### config.mk
export PLATFORM = sky130hd
export DESIGN_NAME = period_timer
export DESIGN_NICKNAME = d
export VERILOG_FILES = /design/src/rtl/timer_pkg.sv /design/src/rtl/tick_divider.sv /design/src/rtl/prescaler.sv /design/src/rtl/period_counter.sv /design/src/rtl/postscaler.sv /design/src/rtl/period_timer.sv
export SDC_FILE = /design/constraint.sdc
export NUM_CORES = 1
export LEC_CHECK = 0
export ABC_CLOCK_PERIOD_IN_PS = 4100
export CAP_MARGIN = 25
export CORE_MARGIN = 4
export CORE_UTILIZATION = 60
export CTS_CLUSTER_SIZE = 30
export DETAILED_ROUTE_END_ITERATION = 8
export DONT_BUFFER_PORTS = 1
export PLACE_DENSITY = 0.77
export SETUP_SLACK_MARGIN = 0.5
export SKIP_CTS_REPAIR_TIMING = 1
export SLEW_MARGIN = 20
export SYNTH_ARGS = -nofsm -noshare
export SYNTH_HDL_FRONTEND = slang
export SYNTH_SLANG_ARGS = --single-unit
### constraint.sdc
create_clock -name clk -period 4.1 [get_ports clk]
set_input_delay 0.205 -clock clk [delete_from_list [all_inputs] [get_ports clk]]
set_output_delay 0.205 -clock clk [all_outputs]
set_load 0.02 [all_outputs]
### src/rtl/timer_pkg.sv
package timer_pkg;
  localparam int DATA_W = 8;
  localparam int PRE_W  = 4;
  localparam int POST_W = 4;

  typedef enum logic [1:0] {
    ADDR_COUNT  = 2'd0,
    ADDR_PERIOD = 2'd1,
    ADDR_CTRL   = 2'd2,
    ADDR_FLAG   = 2'd3
  } reg_addr_e;

  typedef struct packed {
    logic              spare;
    logic [POST_W-1:0] post_sel;
    logic              run;
    logic [1:0]        pre_sel;
  } ctrl_t;

  function automatic logic [PRE_W-1:0] pre_limit(input logic [1:0] sel);
    case (sel)
      2'b00:   pre_limit = PRE_W'(0);
      2'b01:   pre_limit = PRE_W'(3);
      default: pre_limit = PRE_W'(15);
    endcase
  endfunction
endpackage

### src/rtl/tick_divider.sv
module tick_divider #(
  parameter int DIV = 4
) (
  input  logic clk,
  input  logic rst,
  output logic tick
);
  localparam int W = (DIV > 1) ? $clog2(DIV) : 1;
  logic [W-1:0] phase_q;

  assign tick = (phase_q == W'(DIV - 1));

  always_ff @(posedge clk) begin
    if (rst || tick) phase_q <= '0;
    else             phase_q <= phase_q + 1'b1;
  end

  assert_tick_spacing_R3: assert property (@(posedge clk) disable iff (rst)
    tick |=> !tick);
endmodule

### src/rtl/prescaler.sv
module prescaler
  import timer_pkg::*;
(
  input  logic       clk,
  input  logic       rst,
  input  logic       clr,
  input  logic       en,
  input  logic [1:0] sel,
  output logic       pre_tick
);
  logic [PRE_W-1:0] cnt_q;
  logic [PRE_W-1:0] lim;

  assign lim      = pre_limit(sel);
  assign pre_tick = en && (cnt_q == lim);

  always_ff @(posedge clk) begin
    if (rst || clr) cnt_q <= '0;
    else if (en)    cnt_q <= pre_tick ? '0 : cnt_q + 1'b1;
  end

  assert_pre_bound_R4: assert property (@(posedge clk) disable iff (rst)
    cnt_q <= lim);
endmodule

### src/rtl/period_counter.sv
module period_counter #(
  parameter int W = 8
) (
  input  logic         clk,
  input  logic         rst,
  input  logic         inc,
  input  logic         wr_en,
  input  logic [W-1:0] wr_data,
  input  logic [W-1:0] period,
  output logic [W-1:0] cnt,
  output logic         hit
);
  logic [W-1:0] cnt_q;

  assign cnt = cnt_q;
  assign hit = inc && !wr_en && (cnt_q == period);

  always_ff @(posedge clk) begin
    if (rst)        cnt_q <= '0;
    else if (wr_en) cnt_q <= wr_data;
    else if (inc)   cnt_q <= hit ? '0 : cnt_q + 1'b1;
  end

  assert_write_wins_R9: assert property (@(posedge clk) disable iff (rst)
    wr_en |=> cnt_q == $past(wr_data));
  assert_wrap_zero_R5: assert property (@(posedge clk) disable iff (rst)
    hit |=> cnt_q == '0);
  assert_hold_idle_R7: assert property (@(posedge clk) disable iff (rst)
    (!inc && !wr_en) |=> $stable(cnt_q));
endmodule

### src/rtl/postscaler.sv
module postscaler #(
  parameter int W = 4
) (
  input  logic         clk,
  input  logic         rst,
  input  logic         clr,
  input  logic         evt,
  input  logic [W-1:0] sel,
  output logic         fire
);
  logic [W-1:0] cnt_q;

  assign fire = evt && (cnt_q == sel);

  always_ff @(posedge clk) begin
    if (rst || clr) cnt_q <= '0;
    else if (evt)   cnt_q <= fire ? '0 : cnt_q + 1'b1;
  end

  assert_post_bound_R6: assert property (@(posedge clk) disable iff (rst)
    cnt_q <= sel);
endmodule

### src/rtl/period_timer.sv
module period_timer
  import timer_pkg::*;
#(
  parameter int TICK_DIV = 4
) (
  input  logic              clk,
  input  logic              rst,
  input  logic              bus_wr,
  input  logic [1:0]        bus_addr,
  input  logic [DATA_W-1:0] bus_wdata,
  output logic [DATA_W-1:0] bus_rdata,
  output logic              match_tick,
  output logic              irq_flag
);
  ctrl_t             ctrl_q;
  logic [DATA_W-1:0] period_q;
  logic [DATA_W-1:0] count;
  logic [DATA_W-1:0] rdata_q;
  logic              flag_q;
  logic              match_q;
  logic              base_tick;
  logic              pre_tick;
  logic              hit;
  logic              fire;
  logic              wr_count, wr_period, wr_ctrl, wr_flag, scaler_clr;

  assign wr_count   = bus_wr && (bus_addr == ADDR_COUNT);
  assign wr_period  = bus_wr && (bus_addr == ADDR_PERIOD);
  assign wr_ctrl    = bus_wr && (bus_addr == ADDR_CTRL);
  assign wr_flag    = bus_wr && (bus_addr == ADDR_FLAG);
  assign scaler_clr = wr_count || wr_ctrl;

  tick_divider #(.DIV(TICK_DIV)) u_div (
    .clk(clk), .rst(rst), .tick(base_tick));

  prescaler u_pre (
    .clk(clk), .rst(rst), .clr(scaler_clr),
    .en(base_tick && ctrl_q.run), .sel(ctrl_q.pre_sel), .pre_tick(pre_tick));

  period_counter #(.W(DATA_W)) u_cnt (
    .clk(clk), .rst(rst), .inc(pre_tick), .wr_en(wr_count),
    .wr_data(bus_wdata), .period(period_q), .cnt(count), .hit(hit));

  postscaler #(.W(POST_W)) u_post (
    .clk(clk), .rst(rst), .clr(scaler_clr), .evt(hit),
    .sel(ctrl_q.post_sel), .fire(fire));

  always_ff @(posedge clk) begin
    if (rst) begin
      ctrl_q   <= '0;
      period_q <= '1;
      flag_q   <= 1'b0;
      match_q  <= 1'b0;
    end else begin
      if (wr_ctrl)   ctrl_q   <= {1'b0, bus_wdata[6:0]};
      if (wr_period) period_q <= bus_wdata;
      if (fire)         flag_q <= 1'b1;
      else if (wr_flag) flag_q <= bus_wdata[0];
      match_q <= hit;
    end
  end

  always_ff @(posedge clk) begin
    if (rst) rdata_q <= '0;
    else begin
      case (bus_addr)
        ADDR_COUNT:  rdata_q <= count;
        ADDR_PERIOD: rdata_q <= period_q;
        ADDR_CTRL:   rdata_q <= ctrl_q;
        default:     rdata_q <= {{(DATA_W-1){1'b0}}, flag_q};
      endcase
    end
  end

  assign bus_rdata  = rdata_q;
  assign match_tick = match_q;
  assign irq_flag   = flag_q;

  assert_match_pulse_R5: assert property (@(posedge clk) disable iff (rst)
    match_q |=> !match_q);
  assert_set_wins_R8: assert property (@(posedge clk) disable iff (rst)
    fire |=> flag_q);
  assert_flag_sticky_R8: assert property (@(posedge clk) disable iff (rst)
    (flag_q && !wr_flag) |=> flag_q);
  assert_spare_zero_R2: assert property (@(posedge clk) disable iff (rst)
    !ctrl_q.spare);
endmodule

==> results.md, run 1 <==
* Status: finished, final reports clean
* Max Cap Violations at 0
* Die Wd at 67.4 um
* Crit path max fanout at 7
* Finished Layout Cells at 302
* Layout cell share with drive strength beyond 1 at 5.86%
* CTS tree: built
* Hold_ws at 0.00549 ns
* GRT Total Usage at 23.8%
* Slowest-stage cell, CP: nor3_1
* Final critical-path required period at 2.58 ns
* CTS Root Cell: clkbuf_4
* Multi-input logic area at 1190 um^2
* Worst Skew at 0.00912 ns
* Post-Synthesis Cells at 249
* CTS buffer count at 5
* Cell Pwr Density at 312 nW/um^2
* Row cnt at 21
* Clock insertion delay at the later pin of the skew report at 0.36 ns
* Routed via count at 1,848
* # clock sinks at 43
* Critical path type: flip-flop to flip-flop
* Worst path buffer plus inverter count at 1
* Post-synthesis area per instance at 8.51 um^2
* Worst Tran Pin Value at 1.01 ns
* Endpoints failing setup at 0
* Core Box Area at 3360 um^2
* Layer with the highest usage: met2
* Peak VDD IR at 0.227 mV
* Vias in the first global route at 1,672
* Hold Vio Cnt, Final at 0
* CP Launch Type: flip-flop
* Setup TNS at 0 ns
* Warnings, synthesis at 0
* Diodes inserted at 0
* Via density per instance at 6.12
* Crit share post-route at 62.8%
* Grt met3 use at 7.82%
* Reg clk slew, reported paths at 0.12 ns
* Max incr delay on CP at 0.81 ns
* Register area share after synthesis at 40.6%
* Mapped Nets at 266
* Initial antenna violation count at 0
* Async SR Flop Fraction at 0%
* DRC Markers at 0
* Initial Utilization at 63.0%
* Cell depth of the worst setup path at 7
* Layout Nets at 274
* Largest net degree at the start of global routing at 28
* R2R depth at 7
* Die Span Y at 67.4 um
* First-pass detailed-route iteration total at 4
* Final Wtd Congestion at 0.832
* Flip-flop and latch area at 861 um^2
* EDFF count, synth at 0
* Crit-path cells: ha_1 -> nand4_1 -> a21oi_4 -> nor3_1 -> a32oi_1 -> a21oi_1 -> dlygate4sd3_1
* Synthesized area at 2120 um^2
* Crit path arrival time at 2.88 ns
* Routed Antenna Nets at 0
* Area growth syn-to-layout at 8.86%
* M2 GR Usage at 35.6%
* Die area at 4540 um^2
* Commonest non-fill, non-tap cell in the layout: dfxtp_1
* Placed cells at 283
* Flops & latches, synth at 43
* Achievable Freq at 0.388 GHz
* Total power at 720 uW
* GRT overflow at 0
* Depth of the CTS H-tree at 2
* Dpl hpwl at 3.31 mm
* Global-route wire length before repair at 8.01 mm
* Count of pins over their slew limit at 0
* PortBufs at 0
* Distinct cells, synth at 41
* Most frequent cells in the layout: dfxtp_1, nand2_1, a21oi_1
* WP data required at 4.40 ns
* CTS Buffer Depth at 2
* Hold depth at 2
* Met1 global-route usage at 31.3%
* Hold Crit Class: input pin to flip-flop
* Iteration-0 DRC Markers at 131
* Unrepaired setup endpoints after global routing: no
* LEAKAGE at 0.000881 uW
* Crit end category: flip-flop
* Largest delay share family, worst path: simple AND/OR/NAND/NOR gates
* Synth Flop Type: dfxtp_1
* Routed WL at 4.90 mm
* Layout fillers at 308
* Drt wl/cell at 16.2 um
* Slew margin rel. at 32.0%
* Ports at 23
[final timing paths]
check	start	end	slack, ns
setup / recovery	u_div.phase_q[0]	u_cnt.cnt[7]	1.52
hold / removal	bus_wdata[5]	ctrl_q[5]	0.005
setup reg to reg	u_div.phase_q[0]	u_cnt.cnt[7]	1.52
hold reg to reg	u_div.phase_q[0]	u_div.phase_q[0]	0.44
[cell usage after synthesis (2+ instances only)]
| cell | n | area share, % |
|---|---|---|
| nor4_1 | 2 | 0.59 |
| or2_2 | 2 | 0.59 |
| and2_1 | 2 | 0.59 |
| xnor2_1 | 5 | 2.1 |
| dfxtp_1 | 43 | 41 |
| mux2i_1 | 9 | 4.3 |
| clkbuf_1 | 12 | 2.1 |
| nor2b_1 | 2 | 0.59 |
| nand2_1 | 36 | 6.4 |
| nand4_1 | 3 | 0.89 |
| nor3_1 | 5 | 1.2 |
| nor2_1 | 20 | 3.5 |
| a32oi_1 | 4 | 1.7 |
| nand3_1 | 23 | 5.4 |
| ha_1 | 4 | 2.4 |
| xor2_1 | 14 | 5.8 |
| or4b_1 | 2 | 0.95 |
| inv_1 | 4 | 0.71 |
| a22oi_1 | 3 | 1.1 |
| nand3b_1 | 2 | 0.71 |
| nor4_2 | 2 | 1.2 |
| a21oi_1 | 27 | 6.4 |
| nor3b_1 | 3 | 1.1 |
| o21ai_0 | 3 | 0.71 |
[kinds of logic after synthesis]
kind of cell             Yosys count  synth area share (%)
AND/OR/NAND/NOR                  111                  26.7
buffers and inverters             17                  3.01
XOR/XNOR                          19                  7.86
AO/OA/AOI/OAI                     45                  14.1
adder cells (fa/ha/maj)            4                  2.36
multiplexers                      10                  5.32
flip-flops                        43                  40.6
[layout make-up]
type                       count  share of cell area, %
sequential                    43                   37.3
multi-input combinational    189                   51.8
timing repair buffer          14                   5.97
tap                           46                   2.50
clock buffer                   6                   1.79
inverter                       4                  0.651
[where the power goes]
part / internal (uW) / total (uW) / switching, uW
clock: 61.1 / 187 / 126
combinational: 35.6 / 78.9 / 43.3
sequential: 434 / 454 / 20.2
[flip-flops by register name, indices dropped and copies added (netlist names)]
| signal | cells |
|---|---|
| period_q | 8 |
| ctrl_q | 7 |
| u_pre.cnt_q | 4 |
| irq_flag | 1 |
| u_post.cnt_q | 4 |
| u_cnt.cnt | 8 |
| match_tick | 1 |
| bus_rdata | 8 |
| u_div.phase_q | 2 |
[routing by layer]
metal / up-vias / routed length, um
met3: 9 / 436
met1: 869 / 2190
met4: 0 / 91
met2: 71 / 2190
li1: 899 / -
met5: - / 0
[through the flow]
| stage | util, % | setup slack [ns] | area [um^2] |
|---|---|---|---|
| final | 68.6 | 1.52 | 2310 |
| after global routing | 68.6 | 1.43 | 2310 |
| after CTS | 64.7 | 1.99 | 2180 |
| after detailed placement | 63.5 | 2.00 | 2130 |
| after global placement | 63.5 | 2.06 | 2130 |
| after floorplan | - | 2.13 | 2120 |
Power figures use the tool's default switching activity.
==> run 2, diff against run 1 <==
--- a/config.mk
+++ b/config.mk
@@ -5,14 +5,15 @@
 export SDC_FILE = /design/constraint.sdc
 export NUM_CORES = 1
 export LEC_CHECK = 0
-export ABC_CLOCK_PERIOD_IN_PS = 4100
+export ABC_AREA = 1
+export ABC_CLOCK_PERIOD_IN_PS = 2190
 export CAP_MARGIN = 25
 export CORE_MARGIN = 4
-export CORE_UTILIZATION = 60
+export CORE_UTILIZATION = 57
 export CTS_CLUSTER_SIZE = 30
 export DETAILED_ROUTE_END_ITERATION = 8
 export DONT_BUFFER_PORTS = 1
-export PLACE_DENSITY = 0.77
+export PLACE_DENSITY = 0.76
 export SETUP_SLACK_MARGIN = 0.5
 export SKIP_CTS_REPAIR_TIMING = 1
 export SLEW_MARGIN = 20
==> constraint.sdc (replaced) <==
create_clock -name clk -period 2.19 [get_ports clk]
set_input_delay 0.1095 -clock clk [delete_from_list [all_inputs] [get_ports clk]]
set_output_delay 0.1095 -clock clk [all_outputs]
set_load 0.02 [all_outputs]
==> run 2 against run 1 <==
  * Setup slack worse by 0.96 ns
  * Combinational power up 98%
  * Clock skew down 0.0040 ns
  * Critical path type unchanged
==> results.md, run 2 <==
* Cell Pwr Density at 639 nW/um^2 (+100%)
* Internal power at 1240 uW (+130%)
* Commonest non-fill, non-tap cell in the layout: nand2_1
* CTS Buffer Depth at 2 (unchanged)
* Unrepaired setup endpoints after global routing: no
* Crit share post-route at 74.2% (+11 points)
* Hold Crit Class: input pin to flip-flop
* Dpl hpwl at 3.90 mm (+18%)
* R2R depth at 11 (+4)
* Simple-gate share of the synthesized area at 31.2% (+4.5 points)
* Diodes inserted at 0 (unchanged)
* Hold depth at 2 (unchanged)
* Initial antenna violation count at 0 (unchanged)
* Async SR Flop Fraction at 0% (unchanged)
* Synth top cells by count: nand2_1, inv_1, dfxtp_1, o21ai_0, a21oi_1
* Total power at 1650 uW (+130%)
* Most frequent cells in the layout: nand2_1, inv_1, dfxtp_1
* Layout Nets at 359 (+31%)
* Switch share at 24.7% (-1.6 points)
* DRC Markers at 0 (unchanged)
* Largest cells by area after synthesis: dfxtp_1, nand2_1, inv_1
* LEAKAGE at 0.00116 uW (+32%)
* Hold Vio Cnt, Final at 0 (unchanged)
* Peak VDD IR at 0.297 mV (+31%)
* Crit end category: flip-flop
* Largest net degree at the start of global routing at 20 (-29%)
* Warnings, synthesis at 0 (unchanged)
* CTS buffer count at 5 (unchanged)
* Layout cell share with drive strength beyond 1 at 13.1% (+7.3 points)
* Crit Reg-Reg Endpoint: u_post.cnt_q[0]
* Iteration-0 DRC Markers at 177 (+35%)
* Vias in the first global route at 1,907 (+14%)
* Die Span Y at 71.6 um (+6.2%)
* Die area at 5130 um^2 (+13%)
* Setup slack after layout at 0.565 ns (-0.960 ns)
* Crit path arrival time at 1.86 ns (-1.02 ns)
* Synthesized area at 2310 um^2 (+8.9%)
* Area share of the largest cell type after synthesis at 37.3% (-3.3 points)
* Global-route wire length before repair at 8.89 mm (+11%)
* GRT Total Usage at 22.2% (-1.6 points)
* CP Launch Type: flip-flop
* Via density per instance at 5.50 (-10%)
* Final core occ at 68.6% (about the same)
* Clk network pwr share at 39.2% (+13 points)
* Sw power at 409 uW (+120%)
* Adder and majority cell fraction of the synthesized area at 2.17% (-0.19 points)
* CTS tree: built
* Worst Skew at 0.00507 ns (-0.00405 ns)
* Worst Tran Pin Value at 0.677 ns (-0.335 ns)
* Post-Synthesis Cells at 328 (+32%)
* Routed via count at 2,149 (+16%)
* Status: finished, final reports clean
* Routed Antenna Nets at 0 (unchanged)
* Critical path type: flip-flop to flip-flop
* Count leader, synth: nand2_1
* Die Wd at 71.6 um (+6.2%)
* Max Cap Violations at 0 (unchanged)
* Core Box Area at 3770 um^2 (+12%)
* Routed WL at 5.77 mm (+18%)
* Drt wl/cell at 14.7 um (-9.2%)
* Endpoints failing setup at 0 (unchanged)
* Layout fillers at 288 (-6.5%)
* Slew margin rel. at 54.7% (+23 points)
* Placed cells at 366 (+29%)
* Area leader, netlist: dfxtp_1
* Crit Reg-Reg Startpoint: u_div.phase_q[0]
* Flops & latches, synth at 43 (unchanged)
* PortBufs at 0 (unchanged)
* Register area share after synthesis at 37.3% (-3.3 points)
* Achievable Freq at 0.615 GHz (+58%)
* Reg power frac at 51.4% (-12 points)
* Row cnt at 22 (+4.8%)
* Depth of the CTS H-tree at 2 (unchanged)
* Ports at 23 (unchanged)
* Post-synthesis area per instance at 7.03 um^2 (-17%)
* Xor and xnor area share after synthesis at 4.56% (-3.3 points)
* Distinct cells, synth at 34 (-17%)
* Largest family of logic cells by synthesized area: simple AND/OR/NAND/NOR gates
* Crit path max fanout at 6 (-1)
* WP data required at 2.43 ns (-1.97 ns)
* # clock sinks at 43 (unchanged)
* Initial Utilization at 61.1% (-1.8 points)
* Hold endpoint: ctrl_q[3]
* Reg clk slew, reported paths at 0.08 ns (-0.04 ns)
* Multiplexer area fraction after synthesis at 0% (-5.3 points)
* Final Wtd Congestion at 0.894 (+7.5%)
* Worst R2R Setup Slack at 0.56 ns (-0.96 ns)
* Clock insertion delay at the later pin of the skew report at 0.30 ns (-0.06 ns)
* Post-Place Setup Slack at 0.574 ns (-1.43 ns)
* Final critical-path required period at 1.63 ns (-0.950 ns)
* Hold path start: bus_wdata[3]
* Synth Flop Type: dfxtp_1
* CTS Root Cell: clkbuf_8
* Combinational Power Share at 9.4% (-1.6 points)
* Compound-cell area share of the yosys netlist at 13.6% (-0.55 points)
* Mapped Nets at 345 (+30%)
* First-pass detailed-route iteration total at 4 (unchanged)
* EDFF count, synth at 0 (unchanged)
* Setup TNS at 0 ns (unchanged)
* Count of pins over their slew limit at 0 (unchanged)
* Area growth syn-to-layout at 12.2%
* Finished Layout Cells at 391 (+29%)
* GRT overflow at 0 (unchanged)
[run 2: changes by cell type after synthesis, moves of 5 or more]
cell / before / now
nand2_1: 36 / 78
o211ai_1: 1 / 6
nand2_2: 0 / 8
o21ai_0: 3 / 25
nand3_1: 23 / 18
inv_2: 0 / 6
clkbuf_1: 12 / 2
inv_1: 4 / 44
buf_2: 0 / 5
nor3_1: 5 / 11
a21oi_1: 27 / 20
mux2i_1: 9 / 0
[run 2: how the worst max path moves through the flow]
| stage | from | cells past startpoint | slack (ns) | end |
|---|---|---|---|---|
| after floorplan | u_div.phase_q[0] | 11 | 0.77 | u_post.cnt_q[3] |
| after global placement | u_div.phase_q[0] | 10 | 0.65 | u_post.cnt_q[3] |
| after detailed placement | u_div.phase_q[0] | 10 | 0.57 | u_cnt.cnt[3] |
| after CTS | u_div.phase_q[0] | 10 | 0.52 | u_cnt.cnt[6] |
| after global routing | u_div.phase_q[0] | 12 | 0.49 | u_post.cnt_q[3] |
| final | u_div.phase_q[0] | 11 | 0.56 | u_post.cnt_q[0] |
[run 2: layer usage]
layer | track usage, % | part of all wire (%) | vias to the layer above | wire length (um)
li1 | - | - | 1071 | -
met1 | 28.4 | 42 | 971 | 2430
met2 | 33.3 | 46 | 95 | 2670
met3 | 7.01 | 9.5 | 12 | 550
met4 | 11.7 | 2.0 | 0 | 117
met5 | 0 | 0 | - | 0
[run 2: worst max-delay path, stage by stage (launching register included)]
cell and delay, ns:
dfxtp_2 0.34, ha_2 0.21, nand2_2 0.07, clkinv_2 0.09, nand2_2 0.08, nor2_4 0.10, nand2_4 0.09, nor2_8 0.13
buf_4 0.15, buf_4 0.11, nand3_2 0.07, a21oi_2 0.13
[run 2: cell type report]
type | instances | area (um^2) | area share [%]
Timing Repair Buffer | 17 | 155 | 6.00
Multi-Input combinational cell | 223 | 1190 | 46.1
Clock buffer | 6 | 82.6 | 3.19
Tap cell | 48 | 60.1 | 2.32
Clock inverter | 2 | 35.0 | 1.35
Sequential cell | 43 | 862 | 33.3
Inverter | 52 | 199 | 7.69
[run 2: metrics by stage]
stage / instance area (um^2) / hold WS [ns]
6_report: 2590 / 0.0122
5_1_grt: 2590 / 0.0115
4_1_cts: 2420 / -0.136
3_5_place_dp: 2310 / 0.185
3_3_place_gp: 2310 / 0.182
2_1_floorplan: 2310 / 0.236
[run 2: cell families after synthesis]
group,count (synthesis)
adder cells (fa/ha/maj),4
buffers and inverters,62
XOR/XNOR,12
flip-flops,43
AND/OR/NAND/NOR,150
AO/OA/AOI/OAI,57
[run 2: power by group through the flow]
stage	clock, uW	sequential [uW]	combinational (uW)
2_1_floorplan	0	859	118
3_3_place_gp	0	865	124
3_5_place_dp	0	866	127
4_1_cts	649	848	129
5_1_grt	684	853	175
6_report	648	849	156
